===== config.mk =====
export PLATFORM = sky130hd
export DESIGN_NAME = dma_addr_gen
export DESIGN_NICKNAME = d
export VERILOG_FILES = /design/src/rtl/dma_pkg.sv /design/src/rtl/dma_prio_arb.sv /design/src/rtl/dma_channel.sv /design/src/rtl/dma_addr_gen.sv
export SDC_FILE = /design/constraint.sdc
export NUM_CORES = 2
export LEC_CHECK = 0
export BUFFER_PORTS_ARGS = -buffer_cell sky130_fd_sc_hd__buf_2
export CAP_MARGIN = 20
export CORE_ASPECT_RATIO = 0.5
export CORE_MARGIN = 4
export CORE_UTILIZATION = 50
export DETAILED_ROUTE_END_ITERATION = 6
export GPL_ROUTABILITY_DRIVEN = 0
export PLACE_DENSITY = 0.65
export SLEW_MARGIN = 20
export SYNTH_ARGS = -nofsm -noshare
export SYNTH_HDL_FRONTEND = slang
export SYNTH_SLANG_ARGS = --single-unit

===== constraint.sdc =====
create_clock -name clk -period 5.1 [get_ports clk]
set_input_delay 1.02 -clock clk [delete_from_list [all_inputs] [get_ports clk]]
set_output_delay 1.02 -clock clk [all_outputs]
set_load 0.02 [all_outputs]

===== src/rtl/dma_pkg.sv =====
package dma_pkg;
  // Field codes of the register write port
  typedef enum logic [2:0] {
    FLD_BASE_ADDR = 3'd0,
    FLD_BASE_CNT  = 3'd1,
    FLD_PAGE      = 3'd2,
    FLD_MODE      = 3'd3,
    FLD_SWREQ     = 3'd4,
    FLD_MASK      = 3'd5
  } fld_e;
endpackage


===== src/rtl/dma_prio_arb.sv =====
module dma_prio_arb #(
  parameter int N = 8
) (
  input  logic [N-1:0]         req,
  output logic [N-1:0]         gnt,
  output logic                 any,
  output logic [$clog2(N)-1:0] idx
);
  localparam int IDX_W = $clog2(N);

  // lowest index wins: scan downward so the lowest request is written last
  always_comb begin
    idx = '0;
    gnt = '0;
    any = |req;
    for (int i = N - 1; i >= 0; i--) begin
      if (req[i]) begin
        idx = IDX_W'(i);
        gnt = N'(1) << i;
      end
    end
  end
endmodule


===== src/rtl/dma_channel.sv =====
module dma_channel
  import dma_pkg::*;
#(
  parameter int ADDR_W  = 16,
  parameter int CNT_W   = 16,
  parameter int PAGE_W  = 8,
  parameter int DATA_W  = 16,
  parameter bit IS_WIDE = 1'b0,
  localparam int OUT_W  = PAGE_W + ADDR_W
) (
  input  logic              clk,
  input  logic              rst,
  input  logic              wr_en,
  input  logic [2:0]        wr_field,
  input  logic [DATA_W-1:0] wr_data,
  input  logic              hw_req,
  input  logic              serve,
  output logic              pending,
  output logic [OUT_W-1:0]  addr,
  output logic              tc_now
);
  logic [ADDR_W-1:0] base_a, cur;
  logic [CNT_W-1:0]  base_c, cnt;
  logic [PAGE_W-1:0] page;
  logic              autoinit, swreq, mask;

  assign pending = (hw_req | swreq) & ~mask;
  assign tc_now  = (cnt == '0);

  generate
    if (IS_WIDE) begin : g_wide
      assign addr = {page[PAGE_W-1:1], cur, 1'b0};
    end else begin : g_narrow
      assign addr = {page, cur};
    end
  endgenerate

  always_ff @(posedge clk) begin
    if (rst) begin
      base_a   <= '0;
      cur      <= '0;
      base_c   <= '0;
      cnt      <= '0;
      page     <= '0;
      autoinit <= 1'b0;
      swreq    <= 1'b0;
      mask     <= 1'b1;
    end else begin
      if (serve) begin
        if (tc_now && autoinit) begin
          cur <= base_a;
          cnt <= base_c;
        end else begin
          cur <= cur + 1'b1;
          cnt <= cnt - 1'b1;
          if (tc_now) begin
            mask  <= 1'b1;
            swreq <= 1'b0;
          end
        end
      end
      // a write is applied after the advance, so the written field wins
      if (wr_en) begin
        case (wr_field)
          FLD_BASE_ADDR: begin
            base_a <= wr_data[ADDR_W-1:0];
            cur    <= wr_data[ADDR_W-1:0];
          end
          FLD_BASE_CNT: begin
            base_c <= wr_data[CNT_W-1:0];
            cnt    <= wr_data[CNT_W-1:0];
          end
          FLD_PAGE:  page     <= wr_data[PAGE_W-1:0];
          FLD_MODE:  autoinit <= wr_data[0];
          FLD_SWREQ: swreq    <= wr_data[0];
          FLD_MASK:  mask     <= wr_data[0];
          default: ;
        endcase
      end
    end
  end

  p_count_step_r6: assert property (@(posedge clk) disable iff (rst)
    (serve && !tc_now && !wr_en) |=> (cnt == $past(cnt) - 1'b1));

  p_reload_r7: assert property (@(posedge clk) disable iff (rst)
    (serve && tc_now && autoinit && !wr_en) |=> (cur == base_a && cnt == base_c));

  p_auto_mask_r8: assert property (@(posedge clk) disable iff (rst)
    (serve && tc_now && !autoinit && !wr_en) |=> (mask && !swreq && !pending));

  p_page_hold_r9: assert property (@(posedge clk) disable iff (rst)
    (serve && !wr_en) |=> $stable(page));
endmodule


===== src/rtl/dma_addr_gen.sv =====
module dma_addr_gen #(
  parameter int NUM_CH  = 8,
  parameter int LINK_CH = 4,
  parameter int ADDR_W  = 16,
  parameter int CNT_W   = 16,
  parameter int PAGE_W  = 8,
  localparam int CH_W   = $clog2(NUM_CH),
  localparam int OUT_W  = PAGE_W + ADDR_W,
  localparam int DATA_W = (ADDR_W > CNT_W) ? ADDR_W : CNT_W
) (
  input  logic              clk,
  input  logic              rst,
  input  logic              wr_en,
  input  logic [CH_W-1:0]   wr_ch,
  input  logic [2:0]        wr_field,
  input  logic [DATA_W-1:0] wr_data,
  input  logic [NUM_CH-1:0] hw_req,
  input  logic              xfer_strobe,
  output logic              xfer_valid,
  output logic [CH_W-1:0]   xfer_ch,
  output logic [NUM_CH-1:0] xfer_ack,
  output logic [OUT_W-1:0]  xfer_addr,
  output logic              xfer_wide,
  output logic              xfer_tc
);
  logic [NUM_CH-1:0] pend, gnt, tc_v;
  logic [OUT_W-1:0]  ch_addr [NUM_CH];
  logic              any;
  logic [CH_W-1:0]   idx;

  generate
    for (genvar i = 0; i < NUM_CH; i++) begin : g_ch
      if (i == LINK_CH) begin : g_link
        // cascade link: holds no state, never requests
        assign pend[i]    = 1'b0;
        assign tc_v[i]    = 1'b0;
        assign ch_addr[i] = '0;
      end else begin : g_data
        dma_channel #(
          .ADDR_W (ADDR_W),
          .CNT_W  (CNT_W),
          .PAGE_W (PAGE_W),
          .DATA_W (DATA_W),
          .IS_WIDE(i > LINK_CH)
        ) u_ch (
          .clk     (clk),
          .rst     (rst),
          .wr_en   (wr_en && (wr_ch == CH_W'(i))),
          .wr_field(wr_field),
          .wr_data (wr_data),
          .hw_req  (hw_req[i]),
          .serve   (xfer_strobe && gnt[i]),
          .pending (pend[i]),
          .addr    (ch_addr[i]),
          .tc_now  (tc_v[i])
        );
      end
    end
  endgenerate

  dma_prio_arb #(.N(NUM_CH)) u_arb (
    .req(pend),
    .gnt(gnt),
    .any(any),
    .idx(idx)
  );

  always_ff @(posedge clk) begin
    if (rst || !(xfer_strobe && any)) begin
      xfer_valid <= 1'b0;
      xfer_ch    <= '0;
      xfer_ack   <= '0;
      xfer_addr  <= '0;
      xfer_wide  <= 1'b0;
      xfer_tc    <= 1'b0;
    end else begin
      xfer_valid <= 1'b1;
      xfer_ch    <= idx;
      xfer_ack   <= gnt;
      xfer_addr  <= ch_addr[idx];
      xfer_wide  <= (idx > CH_W'(LINK_CH));
      xfer_tc    <= tc_v[idx];
    end
  end

  p_link_ignored_r1: assert property (@(posedge clk) disable iff (rst)
    hw_req[LINK_CH] |=> !xfer_ack[LINK_CH]);

  p_ack_onehot_r2: assert property (@(posedge clk) disable iff (rst)
    xfer_valid |-> ($countones(xfer_ack) == 1 && xfer_ack[xfer_ch]));

  p_no_strobe_r2: assert property (@(posedge clk) disable iff (rst)
    !xfer_strobe |=> (!xfer_valid && xfer_ack == '0));

  p_wide_lsb_r5: assert property (@(posedge clk) disable iff (rst)
    (xfer_valid && xfer_wide) |-> !xfer_addr[0]);
endmodule


==> run metrics <==
status=finished, final reports clean; number of synthesized flops with an enable pin=0; Synth cell types=84; post-route minimum period=3.53 ns; CTS tree=done; Layout Nets=3,539; Core Box Area=54,300 um^2; Worst R2R End=g_ch[7].g_data.u_ch.cur[8]; Via density=6.32; power consumption=0.00920 W; final global-route overflow total=0; Die X-Extent=341 um; CP peak stage delay=0.75 ns; Reg clk slew, reported paths=0.06 ns; CP Max Fanout=35; share of cells above drive strength 1=8.07%; Ports=72; wire per inst=21.4 um; Async SR Flop Fraction=0%; gr usage total=29.5%; most common cell in the synthesized netlist=nand2_1; MaxCap Viol Count=0; Ys Warns=0; Initial Util=51.1%; H-tree depth=2; Die Area=59,500 um^2; vias in the first global route=23,700; clk sink count=559; Syn-to-layout area delta=8.93%; hold path start=g_ch[3].g_data.u_ch.base_a[15]; FF-to-FF path depth=8; Hold Path End=g_ch[3].g_data.u_ch.base_a[15]; clock skew after layout=0.0195 ns; cell count after placement=4,182; total number of vias=27,000; Netlist Area Pre-Place=27,700 um^2; sequential area share after synthesis=40.3%; top cells by area, synth=dfxtp_1 (40%), nand2_1 (8.4%), a21oi_1 (8.4%); initial antenna violation count=2; Most used DFF post-synth=dfxtp_1; post-route insts no fill=4,277; Antenna Nets Post-Route=0; Resized cells post-CTS=0; CP max stage cell=nor4_1; WS Path Type=input port to register; Achievable Freq=0.284 GHz; peak supply drop=307 uV; CTS Hold Bufs=0; CP required=5.56 ns; Lkg Pwr=10.4 nW; hold crit path type=register to register; Final Hold Viols=0; critical path startpoint category=input port; uppermost routed layer=met4; cell taking the most area after synthesis=dfxtp_1; post-CTS setup buffer count=0; Routed WL=91,700 um; clk_lat worst skew=0.60 ns; crit-path cells=buf_2 -> o21bai_1 -> nand3_1 -> or3_1 -> buf_4 -> nor4_1 -> nand3b_1 -> a21oi_1; top cell type's share of synthesized area=40.3%; met2 wire length=39,000 um; Num CTS Buffers=51; Worst Setup End Kind=register; FF+latch count, synth=559; CTS Root Cell=clkbuf_16; Post-Syn Instances=3,620; Final setup violation count=0; first-pass GRT wire length=141,000 um; Mean Syn Cell Area=7.66 um^2; Max Root-Sink Buffers=3; WL met3=7590 um; largest net degree at the start of global routing=188; commonest cells in the netlist=nand2_1 (623), dfxtp_1 (559), a21oi_1 (465); fin worst setup slack=1.57 ns; WP data arrival=3.98 ns; Final HPWL DP=56,600 um; number of core rows=60; Reg2Reg Setup Slack=1.75 ns; pre-CTS setup slack=1.05 ns; Syn Nets=3,668; PwrDens=304 nW/um^2; Residual DRC=0; Slew HR=22.3%; Die Ht=175 um; setup_tns=0 ns; hold path cells=2; Final period util=69.1%; worst slew pin tran=1.17 ns; wl on met1=42,500 um; TritonRoute pass-1 iters=6; Initial DRC Count=3,545; fin. max-slew vios=0; Port Buf Inserts=69; RR Startpoint=g_ch[7].g_data.u_ch.cnt[0]; RSZ-0062 raised after global routing=false
-- power breakdown --
part | switching (W) | internal [W] | total [W]
clock network | 0.00177 | 0.00256 | 0.00433
logic | 0.000344 | 0.000104 | 0.000449
registers | 0.0000262 | 0.00439 | 0.00441
-- critical path: cells and delay by family --
kind | cells | cell delay (ns)
simple gates | 4 | 1.99
buf+inv | 2 | 0.41
compound gates | 2 | 0.54
-- through the flow --
step / instance area [um^2] / hold WS [ns] / util (%)
6_report: 30200 / 0.449 / 55.7
3_3_place_gp: 28300 / 0.435 / 52.2
3_5_place_dp: 28300 / 0.441 / 52.2
4_1_cts: 30200 / 0.450 / 55.7
5_1_grt: 30200 / 0.465 / 55.7
2_1_floorplan: 27700 / 0.427 / -
-- sequential cells by signal, indices dropped and copies added, names as in the netlist --
register,flops
xfer_wide,1
xfer_ch,3
g_ch.g_data.u_ch.cnt,112
g_ch.g_data.u_ch.base_c,112
g_ch.g_data.u_ch.base_a,112
g_ch.g_data.u_ch.swreq,7
xfer_addr,24
g_ch.g_data.u_ch.page,53
g_ch.g_data.u_ch.autoinit,7
g_ch.g_data.u_ch.cur,112
xfer_tc,1
g_ch.g_data.u_ch.mask,7
xfer_ack,7
xfer_valid,1
-- cell usage in the layout, fill, tap and decap left out, types with 22 or more instances in the layout --
cell type  instances
inv_1             45
buf_2             67
mux2i_1          109
a311oi_1          22
or3_1             22
o211ai_1          60
a211o_1           39
a21oi_1          465
o22ai_1           31
a211oi_1          65
o221ai_1          55
a22oi_1           24
nand3_1           98
nor4_1            42
o21ai_0          118
nor3_1           126
and3_1            30
nor2_1           347
nand2_1          622
buf_4             63
clkbuf_16         53
a31oi_1           53
dfxtp_1          559
nand4_1           33
-- worst max-delay path by stage --
stage / cells after the start / to / slack, ns / from
floorplan: 8 / g_ch[7].g_data.u_ch.cnt[12] / 2.16 / hw_req[5]
global placement: 8 / g_ch[3].g_data.u_ch.cur[13] / 1.15 / hw_req[0]
detailed placement: 8 / g_ch[3].g_data.u_ch.cur[13] / 1.05 / hw_req[0]
CTS: 8 / g_ch[3].g_data.u_ch.cur[13] / 1.66 / hw_req[0]
global route: 8 / g_ch[7].g_data.u_ch.cnt[7] / 1.46 / g_ch[7].g_data.u_ch.cnt[0]
finish: 8 / g_ch[7].g_data.u_ch.swreq / 1.57 / hw_req[0]
-- per-layer routing --
layer / up-vias / GRT usage (%)
met4: 0 / 8.18
li1: 12800 / -
met3: 136 / 4.71
met2: 1033 / 43.8
met1: 13000 / 44.1
met5: - / 0
-- cell families (layout without fill, tap and decap cells) --
family | Yosys count | count (layout) | share of synthesized area, %
simple gates | 1454 | 1454 | 23.6
other cells | 1 | 3 | 0.0135
xor+xnor | 6 | 6 | 0.189
fa+ha+maj | 14 | 14 | 0.631
compound gates | 1092 | 1092 | 25.1
mux | 132 | 132 | 4.92
buf+inv | 362 | 273 | 5.20
flops | 559 | 559 | 40.3
-- cell type report --
class                           instances  area, um^2
Antenna cell                            2        5.00
Inverter                               45         169
Clock inverter                         22         363
Timing Repair Buffer                  135         898
Clock buffer                           71        1500
Fill cell                            5078       24100
Tap cell                              744         931
Multi-Input combinational cell       2699       15200
Sequential cell                       559       11200
No activity file was read; power rests on OpenSTA's default activity.
